==> config.mk <==
export PLATFORM = sky130hd
export DESIGN_NAME = esc_pkt_deframer
export DESIGN_NICKNAME = d
export VERILOG_FILES = /design/src/rtl/esc_pkt_pkg.sv /design/src/rtl/esc_pkt_class.sv /design/src/rtl/esc_pkt_sum.sv /design/src/rtl/esc_pkt_deframer.sv
export SDC_FILE = /design/constraint.sdc
export NUM_CORES = 1
export LEC_CHECK = 0
export BUFFER_PORTS_ARGS = -buffer_cell sky130_fd_sc_hd__buf_2
export CELL_PAD_IN_SITES_DETAIL_PLACEMENT = 1
export CELL_PAD_IN_SITES_GLOBAL_PLACEMENT = 1
export CORE_ASPECT_RATIO = 1.25
export CORE_MARGIN = 2
export CORE_UTILIZATION = 47
export DETAILED_ROUTE_END_ITERATION = 6
export PLACE_DENSITY_LB_ADDON = 0.08
export SLEW_MARGIN = 20
export SYNTH_ARGS = -nofsm -noshare
export SYNTH_HDL_FRONTEND = slang
export SYNTH_SLANG_ARGS = --single-unit
==> constraint.sdc <==
create_clock -name clk -period 2.9 [get_ports clk]
set_input_delay 0.58 -clock clk [delete_from_list [all_inputs] [get_ports clk]]
set_output_delay 0.58 -clock clk [all_outputs]
set_load 0.005 [all_outputs]
==> src/rtl/esc_pkt_pkg.sv <==
package esc_pkt_pkg;
    typedef enum logic [1:0] {
        ST_HUNT = 2'd0,
        ST_PAIR = 2'd1,
        ST_BODY = 2'd2,
        ST_ESC  = 2'd3
    } rx_state_e;
endpackage

==> src/rtl/esc_pkt_class.sv <==
module esc_pkt_class #(
    parameter int          DW         = 8,
    parameter logic [DW-1:0] START_CODE = 8'h0F,
    parameter logic [DW-1:0] END_CODE   = 8'h04,
    parameter logic [DW-1:0] ESC_CODE   = 8'h05
) (
    input  logic [DW-1:0] byte_i,
    output logic          is_start,
    output logic          is_end,
    output logic          is_esc
);
    always_comb begin
        is_start = (byte_i == START_CODE);
        is_end   = (byte_i == END_CODE);
        is_esc   = (byte_i == ESC_CODE);
    end
endmodule

==> src/rtl/esc_pkt_sum.sv <==
module esc_pkt_sum #(
    parameter int DW = 8
) (
    input  logic          clk,
    input  logic          rst_n,
    input  logic          clr,
    input  logic          add,
    input  logic [DW-1:0] din,
    output logic [DW-1:0] sum_q,
    output logic          zero
);
    logic [DW-1:0] sum_d;

    always_comb begin
        sum_d = sum_q;
        if (clr)
            sum_d = '0;
        else if (add)
            sum_d = sum_q + din;
    end

    always_ff @(posedge clk or negedge rst_n) begin
        if (!rst_n)
            sum_q <= '0;
        else
            sum_q <= sum_d;
    end

    assign zero = (sum_q == '0);

    // a clear leaves an empty running sum
    p_clear_empties_r5: assert property (@(posedge clk) disable iff (!rst_n)
        clr |=> (sum_q == '0));
endmodule

==> src/rtl/esc_pkt_deframer.sv <==
module esc_pkt_deframer
    import esc_pkt_pkg::*;
#(
    parameter int            DW         = 8,
    parameter int            MAX_DATA   = 255,
    parameter logic [DW-1:0] START_CODE = 8'h0F,
    parameter logic [DW-1:0] END_CODE   = 8'h04,
    parameter logic [DW-1:0] ESC_CODE   = 8'h05,
    localparam int           CW         = $clog2(MAX_DATA + 1)
) (
    input  logic          clk,
    input  logic          rst_n,
    input  logic          in_valid,
    input  logic [DW-1:0] in_byte,
    output logic          wr_en,
    output logic [CW-1:0] wr_addr,
    output logic [DW-1:0] wr_data,
    output logic          pkt_done,
    output logic          pkt_bad,
    output logic [CW-1:0] pkt_len,
    output logic          overflow
);
    typedef struct packed {
        rx_state_e     state;
        logic [CW-1:0] cnt;
        logic          wr_en;
        logic [CW-1:0] wr_addr;
        logic [DW-1:0] wr_data;
        logic          done;
        logic          bad;
        logic [CW-1:0] len;
        logic          ovf;
    } rx_regs_t;

    rx_regs_t r_d, r_q;

    logic          is_start, is_end, is_esc;
    logic          sum_clr, sum_add, sum_zero;
    logic [DW-1:0] sum_val;
    logic          take;

    esc_pkt_class #(
        .DW(DW), .START_CODE(START_CODE), .END_CODE(END_CODE), .ESC_CODE(ESC_CODE)
    ) u_class (
        .byte_i  (in_byte),
        .is_start(is_start),
        .is_end  (is_end),
        .is_esc  (is_esc)
    );

    esc_pkt_sum #(.DW(DW)) u_sum (
        .clk  (clk),
        .rst_n(rst_n),
        .clr  (sum_clr),
        .add  (sum_add),
        .din  (in_byte),
        .sum_q(sum_val),
        .zero (sum_zero)
    );

    always_comb begin
        r_d       = r_q;
        r_d.wr_en = 1'b0;
        r_d.done  = 1'b0;
        r_d.bad   = 1'b0;
        r_d.ovf   = 1'b0;
        sum_clr   = 1'b0;
        sum_add   = 1'b0;
        take      = 1'b0;
        if (in_valid) begin
            unique case (r_q.state)
                ST_HUNT: begin
                    if (is_start) r_d.state = ST_PAIR;
                end
                ST_PAIR: begin
                    if (is_start) begin
                        r_d.state = ST_BODY;
                        r_d.cnt   = '0;
                        sum_clr   = 1'b1;
                    end else begin
                        r_d.state = ST_HUNT;
                    end
                end
                ST_BODY: begin
                    if (is_start) begin
                        r_d.state = ST_PAIR;
                    end else if (is_end) begin
                        r_d.state = ST_HUNT;
                        if (r_q.cnt == '0) begin
                            r_d.done = 1'b1;
                            r_d.len  = '0;
                        end else if (sum_zero) begin
                            r_d.done = 1'b1;
                            r_d.len  = r_q.cnt - 1'b1;
                        end else begin
                            r_d.bad = 1'b1;
                        end
                    end else if (is_esc) begin
                        r_d.state = ST_ESC;
                    end else begin
                        take = 1'b1;
                    end
                end
                ST_ESC: begin
                    r_d.state = ST_BODY;
                    take      = 1'b1;
                end
                default: r_d.state = ST_HUNT;
            endcase
            if (take) begin
                if (r_q.cnt == CW'(MAX_DATA)) begin
                    r_d.ovf   = 1'b1;
                    r_d.state = ST_HUNT;
                end else begin
                    r_d.wr_en   = 1'b1;
                    r_d.wr_addr = r_q.cnt;
                    r_d.wr_data = in_byte;
                    r_d.cnt     = r_q.cnt + 1'b1;
                    sum_add     = 1'b1;
                end
            end
        end
    end

    always_ff @(posedge clk or negedge rst_n) begin
        if (!rst_n)
            r_q <= '{state: ST_HUNT, default: '0};
        else
            r_q <= r_d;
    end

    assign wr_en    = r_q.wr_en;
    assign wr_addr  = r_q.wr_addr;
    assign wr_data  = r_q.wr_data;
    assign pkt_done = r_q.done;
    assign pkt_bad  = r_q.bad;
    assign pkt_len  = r_q.len;
    assign overflow = r_q.ovf;

    // a packet is never both good and bad
    p_done_bad_excl_r5: assert property (@(posedge clk) disable iff (!rst_n)
        !(pkt_done && pkt_bad));
    // writes stay inside the buffer
    p_addr_in_range_r2: assert property (@(posedge clk) disable iff (!rst_n)
        wr_en |-> (int'(wr_addr) < MAX_DATA));
    // back-to-back writes step the address by one
    p_addr_step_r2: assert property (@(posedge clk) disable iff (!rst_n)
        (wr_en && $past(wr_en)) |-> (wr_addr == $past(wr_addr) + 1'b1));
    // the overflowing byte is not written
    p_ovf_no_write_r7: assert property (@(posedge clk) disable iff (!rst_n)
        overflow |-> (!wr_en && !pkt_done));
    // the done strobe is a single cycle
    p_done_pulse_r4: assert property (@(posedge clk) disable iff (!rst_n)
        pkt_done |=> !pkt_done);
    // an idle input cycle produces no output event
    p_idle_quiet_r10: assert property (@(posedge clk) disable iff (!rst_n)
        !in_valid |=> (!wr_en && !pkt_done && !pkt_bad && !overflow));
endmodule

; ---- Word level (Yosys, flattened, before mapping)
; Index checks and enable logic that the tools add are counted.
; W data, S select, Z words.
[totals]
mem_bits_ro = 0
latchBits = 0
reg_bits = 46
wordCells = 65
ramBits = 0
n_memories = 0
output_inout_bits = 28
[op_classes]
order_cmp = 0
bitwise = 2
reduce_logical = 7
add_sub_neg = 3
n_eq_ne = 7
mul = 0
shift = 0
div_mod_pow = 0
muxes = 36
[ops]
columns = op, n
row1 = $mux W8, 6
row2 = $mux W10, 3
row3 = $mux W28, 1
row4 = $mux W27, 1
row5 = $mux W25, 1
row6 = $eq A8 B3 Y1 const B, 2
row7 = $logic_not A8 Y1, 2
row8 = $mux W1, 16
row9 = $mux W2, 6
row10 = $add A8 B1 Y8 const B, 1
row11 = $add A8 B8 Y8, 1
row12 = $eq A8 B4 Y1 const B, 1
row13 = $eq A8 B8 Y1 const B, 1
row14 = $pmux W2 S4, 1
row15 = $sub A8 B1 Y8 const B, 1
row16 = $reduce_and A5 Y1, 1
row17 = $eq A2 B2 Y1 const B, 2
row18 = $reduce_bool A2 Y1, 2
row19 = $reduce_and A3 Y1, 1
row20 = $eq A2 B1 Y1 const B, 1
row21 = $logic_not A2 Y1, 1
row22 = $not A1 Y1, 2
row23 = $pmux W1 S2, 1

; ---- Longest topological paths before layout
[logic_depth]
word_depth = 10
mapped_depth = 9
ltp_nobuf = 9

; ---- By module
; A second synthesis with hierarchy kept.
[hier_totals]
hier_cells = 253
hier_area_um2 = 2736.4
[by_module_without_submodules]
columns = mod, area_per_inst_um2, n_inst, seq_area_each_um2, cells_per_inst
row1 = esc_pkt_deframer, 2018.2, 1, 950.9, 177
row2 = esc_pkt_sum, 663.1, 1, 200.2, 69
row3 = esc_pkt_class, 55.1, 1, 0.0, 7

; ---- Least setup slack after synthesis
; Ideal clock, no wire load.
[synth_path]
path_type = input -> register
startpoint = input in_byte[1]
endpoint = register u_sum.sum_q[7]
cell_stages = 7
required_time_ns = 2.762
setup_slack_ns = 0.838
arrival_ns = 1.924
cell_sequence = ha_1 > a21oi_1 > nor2_1 > or3_1 > a211o_1 > mux2i_1 > o21ai_0
[synth_between]
elab_chain_len = 9
elab_cells_between_ends = 17
[synth_lines]
columns = item, line_no
row1 = start: declaration, esc_pkt_deframer.sv:14  ; input logic [DW-1:0] in_byte,
row2 = $eq A8 B3 Y1, esc_pkt_class.sv:15  ; is_esc = (byte_i == ESC_CODE);
row3 = $mux W1, esc_pkt_deframer.sv:98  ; end else if (is_esc) begin
row4 = $mux W1, esc_pkt_deframer.sv:87  ; end else if (is_end) begin
row5 = $mux W1, esc_pkt_deframer.sv:85  ; if (is_start) begin
row6 = $pmux W1 S2, esc_pkt_deframer.sv:71  ; unique case (r_q.state)
row7 = $mux W1, esc_pkt_deframer.sv:70  ; if (in_valid) begin
row8 = $mux W1, esc_pkt_deframer.sv:110  ; if (take) begin
row9 = $mux W1, esc_pkt_deframer.sv:70
row10 = $reduce_bool A2 Y1 (no source line), -
row11 = end signal: assignment, esc_pkt_sum.sv:26  ; sum_q <= sum_d;
row12 = end: declaration, esc_pkt_sum.sv:9  ; output logic [DW-1:0] sum_q,
; Parallel ways exist; a longest one is shown, timed or not. The select of a mux whose other input is x is not followed.
; A chain may end at the register's enable or synchronous reset.

; ---- Worst setup path after layout
[layout_path]
startpoint = register r_q[28] (netlist name)
endpoint = register r_q (netlist bit pkt_len[7])
[layout_between]
elab_chain_len = 3
elab_cells_between_ends = 6
[layout_lines]
columns = item, line_no
row1 = start: declaration, esc_pkt_deframer.sv:35  ; rx_regs_t r_d, r_q;
row2 = start signal: assignment, esc_pkt_deframer.sv:129  ; r_q <= r_d;
row3 = $sub A8 B1 Y8 / $logic_not A8 Y1 (equally long branches), "esc_pkt_deframer.sv:94, esc_pkt_deframer.sv:89"
row4 = $mux W8 / $reduce_bool A2 Y1 (equally long branches), -
row5 = $mux W8 / $reduce_and A5 Y1 (equally long branches), -
; Parallel ways exist; a longest one is shown, timed or not. The select of a mux whose other input is x is not followed.

==> results.md <==
Final layout:
- The diode insertion count for antenna repair is 0.
- The area growth from synthesis to layout is 5.31%.
- At the end of the flow, the number of nets in the layout was about 330.
- Of the cells placed in the final design, the portion with a size suffix greater than 1 is 0.215.
- Leaving out fill and tap cells, the most frequent cells in the layout are 63 x sky130_fd_sc_hd__nand2_1, 46 x sky130_fd_sc_hd__dfrtp_1, 38 x sky130_fd_sc_hd__buf_2.
- Leaving out fill and tap cells, the most frequent cell in the layout is sky130_fd_sc_hd__nand2_1.

Clocking:
- The count of buffers added by post-CTS timing repair for setup is 0.
- The H-tree depth reported by CTS is 2.
- The clock reaches the later pin of the worst-skew pair after ~0.29 ns.
- Clock-pin slew was measured on the worst setup and hold paths at approximately 0.08 ns.
- The clock passes through at most 2 buffers.
- TritonCTS built the clock tree.
- Counting every sink on the clock net gives 46.
- The root cell of the clock tree is sky130_fd_sc_hd__clkbuf_8.
- The CTS buffer count is 5.
- The post-cts hold buffer count is 0.
- Gates resized during post-CTS repair numbered 0.

Yosys:
- The count of flip-flops with a built-in enable after synthesis is 0.
- The fraction of synthesized cell area taken by the top area cell type is 0.425.
- The synthesized area is roughly 2700 µm².
- Of the synthesized area, sequential elements account for 0.425.
- Counting every net in the synthesized netlist gives around 320.
- In the synthesized netlist, the number of instances is 297.
- The post-synthesis async set-or-reset flop share is 1.00.
- Averaged over all synthesized cells, the footprint is roughly 9.1 µm².
- By area the synthesized netlist is led by sky130_fd_sc_hd__dfrtp_1 42%, sky130_fd_sc_hd__nand2_1 8.7%, sky130_fd_sc_hd__buf_4 6.9%, sky130_fd_sc_hd__ha_1 4.6%, sky130_fd_sc_hd__o21ai_0 2.8%.
- The synthesized design contains 46 register bits.
- The number of distinct standard cells referenced by the synthesized netlist is 49.
- sky130_fd_sc_hd__dfrtp_1 takes more of the synthesized area than any other cell.
- The number of warnings reported in the yosys synthesis log is 0.
- The most used flip-flop cell after synthesis is sky130_fd_sc_hd__dfrtp_1.

Timing:
- The worst-case headroom to the max-slew limit is 0.652.
- Setup repair after global routing left no endpoint under its margin.
- The hold violation total from the final report is 0.
- In the finished design, the share of the clock period the worst path needs comes to 0.812.
- The number of pins exceeding their max-slew limit in the final report is 0.
- The aggregate negative setup slack is 0 ns.
- The transition time at the pin with the least slew margin is between 0.5 and 0.6 ns.
- The count of final setup violators is 0.
- The shortest period the worst path allows is 2.35 ns.
- The maximum clock frequency is 425 MHz.
- Between clock sinks in the finished design, the worst skew comes to 0.00549 ns.

Setup path:
- The critical path goes through inv_1 > ha_1 > nor4b_2 > nor2b_4 > a21o_1 > nand2b_1 > mux2_1.
- The critical register-to-register path startpoint is r_q[28]$_DFFE_PN0P_.
- The type of origin of the critical path is a register.
- The cell count of the worst reg-to-reg path is 7.
- Across all register-to-register paths, the minimum setup slack is approximately 0.55 ns.
- The required time at the worst-slack endpoint is approximately 3 ns.
- The number of buffers and inverters on the critical path is 1.
- The family of cells with the greatest summed delay on the critical path is simple AND/OR/NAND/NOR gates.
- The master of the slowest instance on the critical path is sky130_fd_sc_hd__dfrtp_1.
- The largest fanout of any net on the critical path is 9.
- The largest incremental delay on the critical path is about 0.45 ns.
- The critical path is of the register to register type.
- The arrival time at the worst endpoint is approximately 2.5 ns.
- The worst register-to-register path ends at pkt_len[7]$_DFFE_PN0P_.
- STA classifies the critical path endpoint as a register.

GRT:
- The first global-routing pass estimated 10200 µm of wire.
- Across every metal layer, demand over resource in global routing totals 0.206.
- The number of antenna violations at the first check in global routing is 0.
- Entering global routing, the biggest net connects 22 pins.
- The via count of the first global-routing pass came to between 2000 and 2500.
- After global routing the overflow that remains totals 0.

Floorplanning:
- The overall die height is 88.9 µm.
- The die footprint is between 6000 and 7000 µm².
- The initial standard-cell utilization of the core is 0.491.
- The number of top-level pins is 39.
- Measured along the x axis, the die boundary spans approximately 72 µm.
- The core area is ~5500 µm².
- The row count is 30.

Drt:
- The DRC violation count after routing is 0.
- The sum of routed wire length over all layers is around 6100 µm.
- Dividing the detail-routed via count by the number of cells gives 5.46.
- The first detailed-routing pass took 4 iterations.
- The antenna violation net count after detailed routing is 0.
- The first routing iteration left around 110 violations.
- In the final routed layout, each cell accounts on average for 16.1 µm.
- Summing over every cut layer, the via total after detailed routing is slightly above 2000.

Placed design:
- The last weighted congestion value of the routability-driven placer is 0.775.
- The HPWL after detailed placement is between 4000 and 5000 µm.
- The count of port buffers added during placement is 38.

Pwr:
- IR analysis of the VDD net gives a maximum drop of roughly 0.19 mV.
- The analysis attributes to cell leakage a power of around 1.5 nW.
- Dividing total power by cell area gives a power density of 375 nW/µm².
- The power consumption is ~1.1 mW.

Job:
- The total of max-cap violations is 0.

Run status:
- The flow ran to the end, and the final reports show no timing, DRC or antenna violations.

Min path:
- The type of the tightest min-delay check is input port to asynchronous set/reset pin.
-- state kept, by name, indices dropped and copies added, names as in the netlist --
name         count
r_q             10
pkt_len          8
u_sum.sum_q      8
wr_addr          8
wr_data          8
overflow         1
pkt_bad          1
pkt_done         1
wr_en            1
-- cell families (layout without fill, tap and decap cells) --
| family | after synthesis | in the layout | synth area share |
|---|---|---|---|
| and+or+nand+nor | 129 | 129 | 0.233 |
| buffers and inverters | 50 | 65 | 0.112 |
| adders and majority gates | 11 | 11 | 0.0536 |
| xor gates and xnor gates | 6 | 6 | 0.0194 |
| DFF | 46 | 46 | 0.425 |
| muxes | 14 | 14 | 0.0609 |
| AOI/OAI and AO/OA | 41 | 41 | 0.0965 |
-- cell usage after synthesis (2+ instances only) --
cell type,count
sky130_fd_sc_hd__o21ai_1,2
sky130_fd_sc_hd__ha_1,10
sky130_fd_sc_hd__a21o_1,3
sky130_fd_sc_hd__and3_1,3
sky130_fd_sc_hd__nor3b_1,3
sky130_fd_sc_hd__inv_1,12
sky130_fd_sc_hd__or3_4,2
sky130_fd_sc_hd__nor2b_1,2
sky130_fd_sc_hd__buf_4,25
sky130_fd_sc_hd__a21oi_1,7
sky130_fd_sc_hd__or3_1,3
sky130_fd_sc_hd__mux2i_1,3
sky130_fd_sc_hd__buf_2,6
sky130_fd_sc_hd__nor3_1,5
sky130_fd_sc_hd__o31ai_1,3
sky130_fd_sc_hd__nand3b_1,2
sky130_fd_sc_hd__nand3_1,12
sky130_fd_sc_hd__buf_6,2
sky130_fd_sc_hd__mux2_4,3
sky130_fd_sc_hd__nor4_1,4
sky130_fd_sc_hd__dfrtp_1,46
sky130_fd_sc_hd__nand2b_1,2
sky130_fd_sc_hd__mux2_1,5
sky130_fd_sc_hd__o21ai_0,15
sky130_fd_sc_hd__xor2_1,2
sky130_fd_sc_hd__mux2_2,3
sky130_fd_sc_hd__o21a_1,4
sky130_fd_sc_hd__nor2_1,18
sky130_fd_sc_hd__xnor2_1,4
sky130_fd_sc_hd__clkbuf_1,4
sky130_fd_sc_hd__o31ai_2,2
sky130_fd_sc_hd__nand2_1,63
-- metal layers --
layer / part of all wire / vias to the layer above / track usage
met1: 0.44 / 1011 / 0.252
li1: - / 1003 / -
met3: 0.021 / 11 / 0.0259
met2: 0.52 / 29 / 0.370
met4: 0.021 / 0 / 0.0806
met5: 0 / - / 0
-- worst max path at each step --
stage                              from                         end  slack, ns  cells past startpoint
floorplan                    in_byte[1]  u_sum.sum_q[7]$_DFFE_PN0P_       0.84                      7
global placement             in_byte[5]      pkt_len[0]$_DFFE_PN0P_       0.47                      7
detailed placement           in_byte[5]      pkt_len[7]$_DFFE_PN0P_       0.44                      7
CTS                 r_q[28]$_DFFE_PN0P_      pkt_len[7]$_DFFE_PN0P_       0.50                      7
global route        r_q[28]$_DFFE_PN0P_      pkt_len[1]$_DFFE_PN0P_       0.30                      7
finish              r_q[28]$_DFFE_PN0P_      pkt_len[7]$_DFFE_PN0P_       0.55                      7
-- layout make-up --
type	count	area, µm²
tap	64	80.1
fill	662	2660
multi-input combinational	201	1250
sequential	46	1150
timing repair buffer	45	243
inverter	13	48.8
clock buffer	7	76.3
-- report_power, final --
group	switching (mW)	internal [mW]	leakage [nW]
combinational	0.0405	0.0219	0.809
clock	0.198	0.166	0.0383
sequential	0.00133	0.642	0.638
total	0.239	0.830	1.48
-- stage by stage --
stage / setup WS [ns] / utilization / instance area [µm²] / hold WS, ns / cells
after global placement: 0.474 / 0.503 / 2780 / 0.455 / 369
after detailed placement: 0.442 / 0.503 / 2780 / 0.464 / 369
after floorplan: 0.838 / - / 2710 / 0.284 / 297
after CTS: 0.502 / 0.517 / 2850 / 0.218 / 376
after global routing: 0.303 / 0.517 / 2850 / 0.232 / 376
final: 0.545 / 0.517 / 2850 / 0.205 / 376
(Power assumes the default switching activity.)
